## src/rtl/perbus_cmd_xlate.sv

```systemverilog
`timescale 1ns/1ps
module perbus_cmd_xlate #(
  parameter int MAX_PKT = 8,
  parameter int MAX_RPL = 8,
  parameter int TIMEOUT = 32,
  parameter int LW      = 8
) (
  input  logic                       clk,
  input  logic                       rst_n,
  input  logic                       cmd_valid,
  input  logic [LW-1:0]              cmd_len,
  input  logic [MAX_PKT*8-1:0]       cmd_data,
  input  logic                       bus_present,
  output logic                       busy,
  output logic                       bus_req_valid,
  output logic [LW-1:0]              bus_req_len,
  output logic [MAX_PKT*8-1:0]       bus_req_data,
  input  logic                       bus_done,
  input  logic [$clog2(MAX_RPL+1)-1:0] bus_rsp_len,
  input  logic [MAX_RPL*8-1:0]       bus_rsp_data,
  output logic [15:0]                apoll_mask,
  output logic                       apoll_en,
  output logic [$clog2(MAX_RPL+3)-1:0] rpl_size,
  output logic [(MAX_RPL+2)*8-1:0]   rpl_data,
  output logic                       rpl_event
);
  localparam int RLW = $clog2(MAX_RPL+1);
  localparam int SW  = $clog2(MAX_RPL+3);
  localparam int TW  = (TIMEOUT > 1) ? $clog2(TIMEOUT) : 1;
  localparam int RB  = MAX_RPL + 2;

  logic          waiting;
  logic [TW-1:0] tmr;

  wire [7:0] b0 = cmd_data[7:0];
  wire [7:0] b1 = cmd_data[15:8];
  wire [7:0] b2 = cmd_data[23:16];
  wire [15:0] mask_in = {cmd_data[23:16], cmd_data[31:24]};

  wire accept  = cmd_valid && !waiting && bus_present && (int'(cmd_len) >= 2);
  wire is_ap   = (b0 == 8'h00) && (b1 == 8'h86);
  wire len_bad = (int'(cmd_len) < 3) || (int'(cmd_len) > MAX_PKT) ||
                 (int'(b2) + 3 > int'(cmd_len)) || (int'(b2) > 252);
  wire go_ap   = accept && is_ap && (int'(cmd_len) == 4);
  wire go_err  = accept && !is_ap && len_bad;
  wire go_bus  = accept && !is_ap && !len_bad;
  wire tm_hit  = waiting && !bus_done && (tmr == TW'(TIMEOUT-1));

  assign busy          = waiting;
  assign bus_req_valid = waiting;

  logic [MAX_PKT*8-1:0] req_nxt;
  assign req_nxt[7:0] = b0;
  for (genvar i = 1; i < MAX_PKT; i++) begin : g_req
    if (i + 2 < MAX_PKT) begin : g_src
      assign req_nxt[8*i +: 8] = (int'(cmd_len) > i + 2) ? cmd_data[8*(i+2) +: 8] : 8'h00;
    end else begin : g_pad
      assign req_nxt[8*i +: 8] = 8'h00;
    end
  end

  wire [RLW-1:0] n_cl = (int'(bus_rsp_len) > MAX_RPL) ? RLW'(MAX_RPL) : bus_rsp_len;
  wire           has_n = (n_cl != '0);
  logic [RB*8-1:0] rpl_nxt;
  assign rpl_nxt[7:0]  = has_n ? 8'h01 : 8'h00;
  assign rpl_nxt[15:8] = has_n ? 8'(n_cl) : 8'h00;
  for (genvar k = 0; k < MAX_RPL; k++) begin : g_rpl
    assign rpl_nxt[8*(k+2) +: 8] = (int'(n_cl) > k) ? bus_rsp_data[8*k +: 8] : 8'h00;
  end

  always_ff @(posedge clk) begin
    if (!rst_n) begin
      waiting      <= 1'b0;
      tmr          <= '0;
      bus_req_len  <= '0;
      bus_req_data <= '0;
      apoll_mask   <= '0;
      apoll_en     <= 1'b0;
      rpl_size     <= '0;
      rpl_data     <= '0;
      rpl_event    <= 1'b0;
    end else begin
      rpl_event <= 1'b0;
      if (go_ap) begin
        if (mask_in != 16'h0) begin
          apoll_mask <= mask_in;
          apoll_en   <= 1'b1;
        end else begin
          apoll_en   <= 1'b0;
        end
      end
      if (go_err) begin
        rpl_data  <= '0;
        rpl_size  <= SW'(1);
        rpl_event <= 1'b1;
      end
      if (go_bus) begin
        waiting      <= 1'b1;
        tmr          <= '0;
        bus_req_len  <= cmd_len - LW'(2);
        bus_req_data <= req_nxt;
      end
      if (waiting) begin
        if (bus_done) begin
          rpl_data  <= rpl_nxt;
          rpl_size  <= has_n ? SW'(n_cl) + SW'(2) : SW'(1);
          rpl_event <= 1'b1;
          waiting   <= 1'b0;
        end else if (tm_hit) begin
          rpl_data  <= '0;
          rpl_size  <= SW'(1);
          rpl_event <= 1'b1;
          waiting   <= 1'b0;
        end else begin
          tmr <= tmr + TW'(1);
        end
      end
    end
  end

  AST_SHORT_QUIET: assert property (@(posedge clk) disable iff (!rst_n)
    cmd_valid && !busy && int'(cmd_len) < 2 |=> !rpl_event && !bus_req_valid);
  AST_ABSENT_QUIET: assert property (@(posedge clk) disable iff (!rst_n)
    cmd_valid && !busy && !bus_present |=> !rpl_event && !bus_req_valid && $stable(apoll_en) && $stable(apoll_mask));
  AST_AP_NO_EVENT: assert property (@(posedge clk) disable iff (!rst_n)
    cmd_valid && !busy && is_ap |=> !rpl_event && !bus_req_valid);
  AST_ZERO_MASK_OFF: assert property (@(posedge clk) disable iff (!rst_n)
    cmd_valid && !busy && bus_present && is_ap && int'(cmd_len) == 4 && mask_in == 16'h0 |=> !apoll_en && $stable(apoll_mask));
  AST_REQ_HOLD: assert property (@(posedge clk) disable iff (!rst_n)
    bus_req_valid && !bus_done && tmr != TW'(TIMEOUT-1) |=> bus_req_valid && $stable(bus_req_data) && $stable(bus_req_len));
  AST_REPLY_SHAPE: assert property (@(posedge clk) disable iff (!rst_n)
    rpl_event |-> (rpl_data[7:0] == 8'h00 && int'(rpl_size) == 1) ||
                  (rpl_data[7:0] == 8'h01 && int'(rpl_size) == int'(rpl_data[15:8]) + 2));
  AST_EVENT_PULSE: assert property (@(posedge clk) disable iff (!rst_n)
    rpl_event |=> !rpl_event);
  AST_BUSY_IGNORE: assert property (@(posedge clk) disable iff (!rst_n)
    bus_req_valid && cmd_valid && !bus_done && tmr != TW'(TIMEOUT-1) |=> !rpl_event && bus_req_valid);
endmodule

```

## config.mk

```make
export PLATFORM = sky130hd
export DESIGN_NAME = perbus_cmd_xlate
export DESIGN_NICKNAME = d
export VERILOG_FILES = /design/src/rtl/perbus_cmd_xlate.sv
export SDC_FILE = /design/constraint.sdc
export NUM_CORES = 1
export LEC_CHECK = 0
export BUFFER_PORTS_ARGS = -buffer_cell sky130_fd_sc_hd__clkbuf_2
export CORE_MARGIN = 3
export CORE_UTILIZATION = 47
export DETAILED_ROUTE_END_ITERATION = 6
export PLACE_DENSITY = 0.8
export SLEW_MARGIN = 20
export SYNTH_ARGS = -nofsm -noshare
export SYNTH_HDL_FRONTEND = slang
export SYNTH_SLANG_ARGS = --single-unit
export TNS_END_PERCENT = 1
```

## constraint.sdc

```tcl
create_clock -name clk -period 3.7 [get_ports clk]
set_clock_uncertainty 0.2 [all_clocks]
set_input_delay 0.555 -clock clk [delete_from_list [all_inputs] [get_ports clk]]
set_output_delay 0.555 -clock clk [all_outputs]
set_load 0.02 [all_outputs]
```

# Word-level counts from Yosys, hierarchy flattened
# Cells that the tools add are included.
[totals]
output_inout_bits = 176
wordCells = 95
register_bits = 164
input_bits = 145
[classes]
add_sub_neg = 4
n_reduce_logical = 22
n_lt_le_gt_ge = 19
eq_ne = 3
mux = 38
[ops]
columns = ["op", "n"]
rows = [
  ["$mux W80", 4],
  ["$mux W8", 13],
  ["$gt A8 B3 Y1 const B", 4],
  ["$mux W4", 7],
  ["$mux W5", 4],
  ["$gt A4 B3 Y1 const B", 4],
  ["$reduce_bool A16 Y1", 1],
  ["$logic_and A1 B1 Y1", 11],
  ["$mux W1", 10],
  ["$add A8 B2 Y9 const B", 1],
  ["$gt A9 B8 Y1", 1],
  ["$eq A8 B4 Y1 const B", 1],
  ["$eq A8 B8 Y1 const B", 1],
  ["$ge A8 B2 Y1 const B", 1],
  ["$gt A4 B1 Y1 const B", 2],
  ["$gt A4 B2 Y1 const B", 2],
  ["$gt A8 B2 Y1 const B", 1],
  ["$gt A8 B4 Y1 const B", 1],
  ["$gt A8 B8 Y1 const B", 1],
  ["$logic_not A8 Y1", 1],
  ["$lt A8 B2 Y1 const B", 1],
  ["$sub A8 B2 Y8 const B", 1],
  ["$add A5 B1 Y5 const B", 1],
  ["$eq A5 B5 Y1 const B", 1],
  ["other kinds (6)", 11],
]

# Logic depth before layout (Yosys ltp)
[depth]
ltp_word = 10
ltp_mapped = 12
mapped_depth_nobuf = 10

# Worst setup path before layout
# Ideal clock, no wire load.
[synth_path]
path_kind = "input port to flip-flop"
start = "input port cmd_data[16]"
end = "register bus_req_data[40]"
cell_stages = 12
t_arrival_ps = 2802
setup_slack_ps = 626
t_required_ps = 3428
n_path_buf = 2
setup_time_ps = 72
path_cell_list = "inv_1 > ha_1 > nand3b_1 > xnor2_1 > ha_1 > and3_1 > or3b_1 > o211a_1 > nor3_2 > buf_4 > buf_6 > mux2i_1"
[synth_between]
elab_chain_len = 6
elab_cells_between_ends = 7
cone_classes = "add/sub (1); order compare (2); reduce/logical (4)"
[synth_lines]
columns = ["element", "line_no", "text"]
rows = [
  ["from (decl)", "12", "input logic [MAX_PKT*8-1:0] cmd_data,"],
  ["$add A8 B2 Y9", "43", "(int'(b2) + 3 > int'(cmd_len)) || (int'(b2) > 252);"],
  ["$gt A9 B8 Y1", "43", ""],
  ["$logic_or A1 B1 Y1", "42", "wire len_bad = (int'(cmd_len) < 3) || (int'(cmd_len) > MAX_PKT) ||"],
  ["$logic_or A1 B1 Y1 (*)", "43", ""],
  ["$logic_not A1 Y1 (*)", "46", "wire go_bus = accept && !is_ap && !len_bad;"],
  ["$logic_and A1 B1 Y1 (*)", "46", ""],
  ["to (signal assigned)", "101", "bus_req_data <= req_nxt;"],
  ["to (decl)", "17", "output logic [MAX_PKT*8-1:0] bus_req_data,"],
]
# Mark *: on every way between the ends. The rest lies on a longest branch, timed or not.
# A chain may end at the register's enable or synchronous reset.

# Final worst setup path
[layout_path]
start = "input port cmd_data[16]"
end = "register bus_req_data[18]"
# The elaborated chain is that of the path after synthesis.

==> impl_results.md <==
* Status: finished clean
* Clk_lat worst skew at roughly 0.42 ns
* Area of the multi-input gates at 3450 um2
* Placed Area at 8650 um2
* RSZ-0062 raised after global routing: false
* Starting Density at 48.4%
* Cell repeated most along the worst path: ha_1
* CP max stage delay at around 0.37 ns
* Number of diodes at 0
* EDFF count, synth at 0
* Max-slew headroom at between 30 and 40%
* Register area at between 3000 and 4000 um2
* Area Overhead vs Synth at 30.2%
* Most frequent cells in the layout: 303 x clkbuf_2, 198 x nand2_1, 164 x dfxtp_1
* Final Critical Period at 3.13 ns
* Register-to-Register Path Depth at 7
* Synth Area in Adders at 3.18%
* Overall die area at between 15000 and 20000 um2
* Pwr dens at 411 nW/um2
* Largest family of logic cells by synthesized area: simple AND/OR/NAND/NOR gates
* Final period util at a little over four fifths
* Setup violators final at 0
* Final hold violation count at 0
* XOR/XNOR Fraction of Synth Area at 0.988%
* WS Path Type: primary input to register
* Synthesized area at 7090 um2
* Main synth FF type: dfxtp_1
* CTS tree: yes
* CTS clk-pin slew, worst paths at 0.06 ns
* Setup repair bufs after CTS at 0
* Post-route ant nets at 0
* Mean Syn Cell Area at between 8 and 9 um2
* Row cnt at 44
* Max Slew Vio Count at 0
* Post-synthesis compound-gate area fraction at between 10% and 20%
* CP bufs+invs at 3
* Die Ht at 129 um
* GRT Util Overall at 23.9%
* Cts hold-fix bufs at 0
* Synthesized flop and latch total at 164
* Core footprint at 14600 um2
* Routed WL per cell at 15.7 um
* Largest delay share family, worst path: simple AND/OR/NAND/NOR gates
* Slowest CP cell: buf_4
* IO Pins at 321
* Proportion of layout cells with a drive suffix above 1 at 31.2%
* Asr flop ratio synth at 0%
* CTS Buffer Depth at 2
* Post-Syn Instances at 832
* Fmax at 319 MHz
* Global-route wire length before repair at 32200 um
* Worst Hold Class: primary input to register
* Critical Path Fanout Max at 21
* Detailed Place HPWL at between 15000 and 20000 um
* Seq/Total Area, Yosys at 46.3%
* CP Launch Type: primary input
* Final Util at 63.0%
* Pleak at roughly 4.2 nW
* DRC viols at 0
* Vias in the first global route at 6447
* Final net count at 1275
* Initial DRC Count at 400
* 1st-pass router iterations at 4
* Worst-margin pin slew at 1.03 ns
* CP endpoint kind: register
* Setup tns final at 0 ns
* Root Driver: clkbuf_16
* Fin area at 9230 um2
* Arrival time worst endpoint at 3.27 ns
* Pin count of the biggest net entering global routing at 92
* Most common cell after layout, fill and taps aside: clkbuf_2
* Critical path, cell by cell: clkbuf_2, inv_1, ha_1, nand3b_1, xnor2_1, ha_1, and3_1, or3b_1, o211a_1, nor3_4, buf_4, mux2i_1
* Required time of the worst setup path at 3.84 ns
* Total length of routed wires at 20600 um
* Total gr overflow at 0
* Synth Warn # at 0
* Post-Synth Simple-Gate Area at 21.9%
* Hold Slack at 0.128 ns
* Vias/cell at between 5 and 6
* Maxcap violations at 0
* Initial antenna violation count at 0
* I/O Buffers at 304
* Num CTS Buffers at 17
* Post_cts resized at 0
* Critical Path Stages at 12
* Worst vdd ir at 0.323 mV
* TritonCTS Sinks at between 150 and 200
* Die X at 129 um
* Synth cell types at 53
* Mux share of post-synthesis cell area at a little under a tenth
* Number of fill cells at 1313
* CTS H-Tree Depth at 4
* Final Wtd Congestion at about 0.84
* Hold depth at 3
* Via count at 6970
==> registers in the layout, summed over array words and instances (netlist names) <==
name	cells
rpl_data	80
bus_req_data	48
apoll_mask	16
bus_req_len	8
tmr	5
rpl_size	4
apoll_en	1
bus_req_valid	1
rpl_event	1
==> final timing paths <==
path,from,endpoint,slack (ns)
setup / recovery,cmd_data[16],bus_req_data[18],0.57
hold / removal,bus_rsp_data[3],rpl_data[19],0.13
setup reg to reg,tmr[0],rpl_data[74],1.05
hold reg to reg,rpl_data[7],rpl_data[7],0.24
==> tightest hold or removal path, cell delays in order <==
cell      delay [ns]
clkbuf_2        0.07
nand2_1         0.03
o21ai_0         0.05
==> cell type report <==
type | instances | area share, %
clock buffer | 21 | 4.88
inverter | 17 | 0.691
clock inverter | 11 | 1.40
sequential | 164 | 35.6
multi-input combinational | 598 | 37.4
tap | 184 | 2.49
timing repair buffer | 314 | 17.6
==> routing by layer <==
metal  wire [um]  track usage (%)
met5           0                0
met2       10000             39.4
met4         413             7.72
met1        8810             30.9
met3        1310             5.73
==> cells by family (layout without fill, tap and decap cells) <==
| logic type | Yosys count | count (layout) |
|---|---|---|
| xor+xnor | 8 | 8 |
| other cells | 1 | 16 |
| fa+ha+maj | 18 | 18 |
| mux | 64 | 64 |
| flops | 164 | 164 |
| buf+inv | 85 | 363 |
| compound gates | 142 | 142 |
| simple gates | 350 | 350 |
==> power by group <==
| part | leakage [nW] | switching, mW | internal, mW |
|---|---|---|---|
| combinational | 2.62 | 0.184 | 0.109 |
| clock | 0.278 | 0.712 | 1.02 |
| sequential | 1.32 | 0.00202 | 1.77 |
| total | 4.22 | 0.898 | 2.89 |
==> Yosys cell counts (2+ instances only) <==
cell type    n  area, um2
o21a_1       4       30.0
nor4b_1      2       17.5
nand3b_1     2       15.0
nand2_1    198        743
a211oi_1     6       45.0
a31oi_1     12       75.1
buf_4       18        135
inv_1       16       60.1
nor2_1      31        116
ha_1        18        225
o21ai_0     50        250
dfxtp_1    164       3280
o211ai_1     2       15.0
o311ai_0     2       17.5
clkbuf_1    36        135
xor2_1       2       17.5
a21oi_1     24        120
nand4_1      3       18.8
nor4_1       7       43.8
a21o_1       3       22.5
nand3_1     69        345
o31ai_1     19        143
mux2i_1     64        641
nand2b_1     3       18.8
nor3b_1      2       15.0
nor2b_1      4       25.0
o22ai_1      9       56.3
xnor2_1      6       52.6
o221ai_1     2       17.5
buf_2        6       30.0
buf_6        6       67.6
nor3_1      15       75.1
and3_1       7       43.8
==> through the flow <==
step / setup slack, ns / instances / power [mW]
floorplan: 0.626 / 847 / 1.98
global placement: 0.310 / 1277 / 2.10
detailed placement: 0.177 / 1277 / 2.10
CTS: 0.585 / 1309 / 3.82
global route: 0.391 / 1309 / 3.93
finish: 0.568 / 1309 / 3.79
No activity file was read; power rests on OpenSTA's default activity.
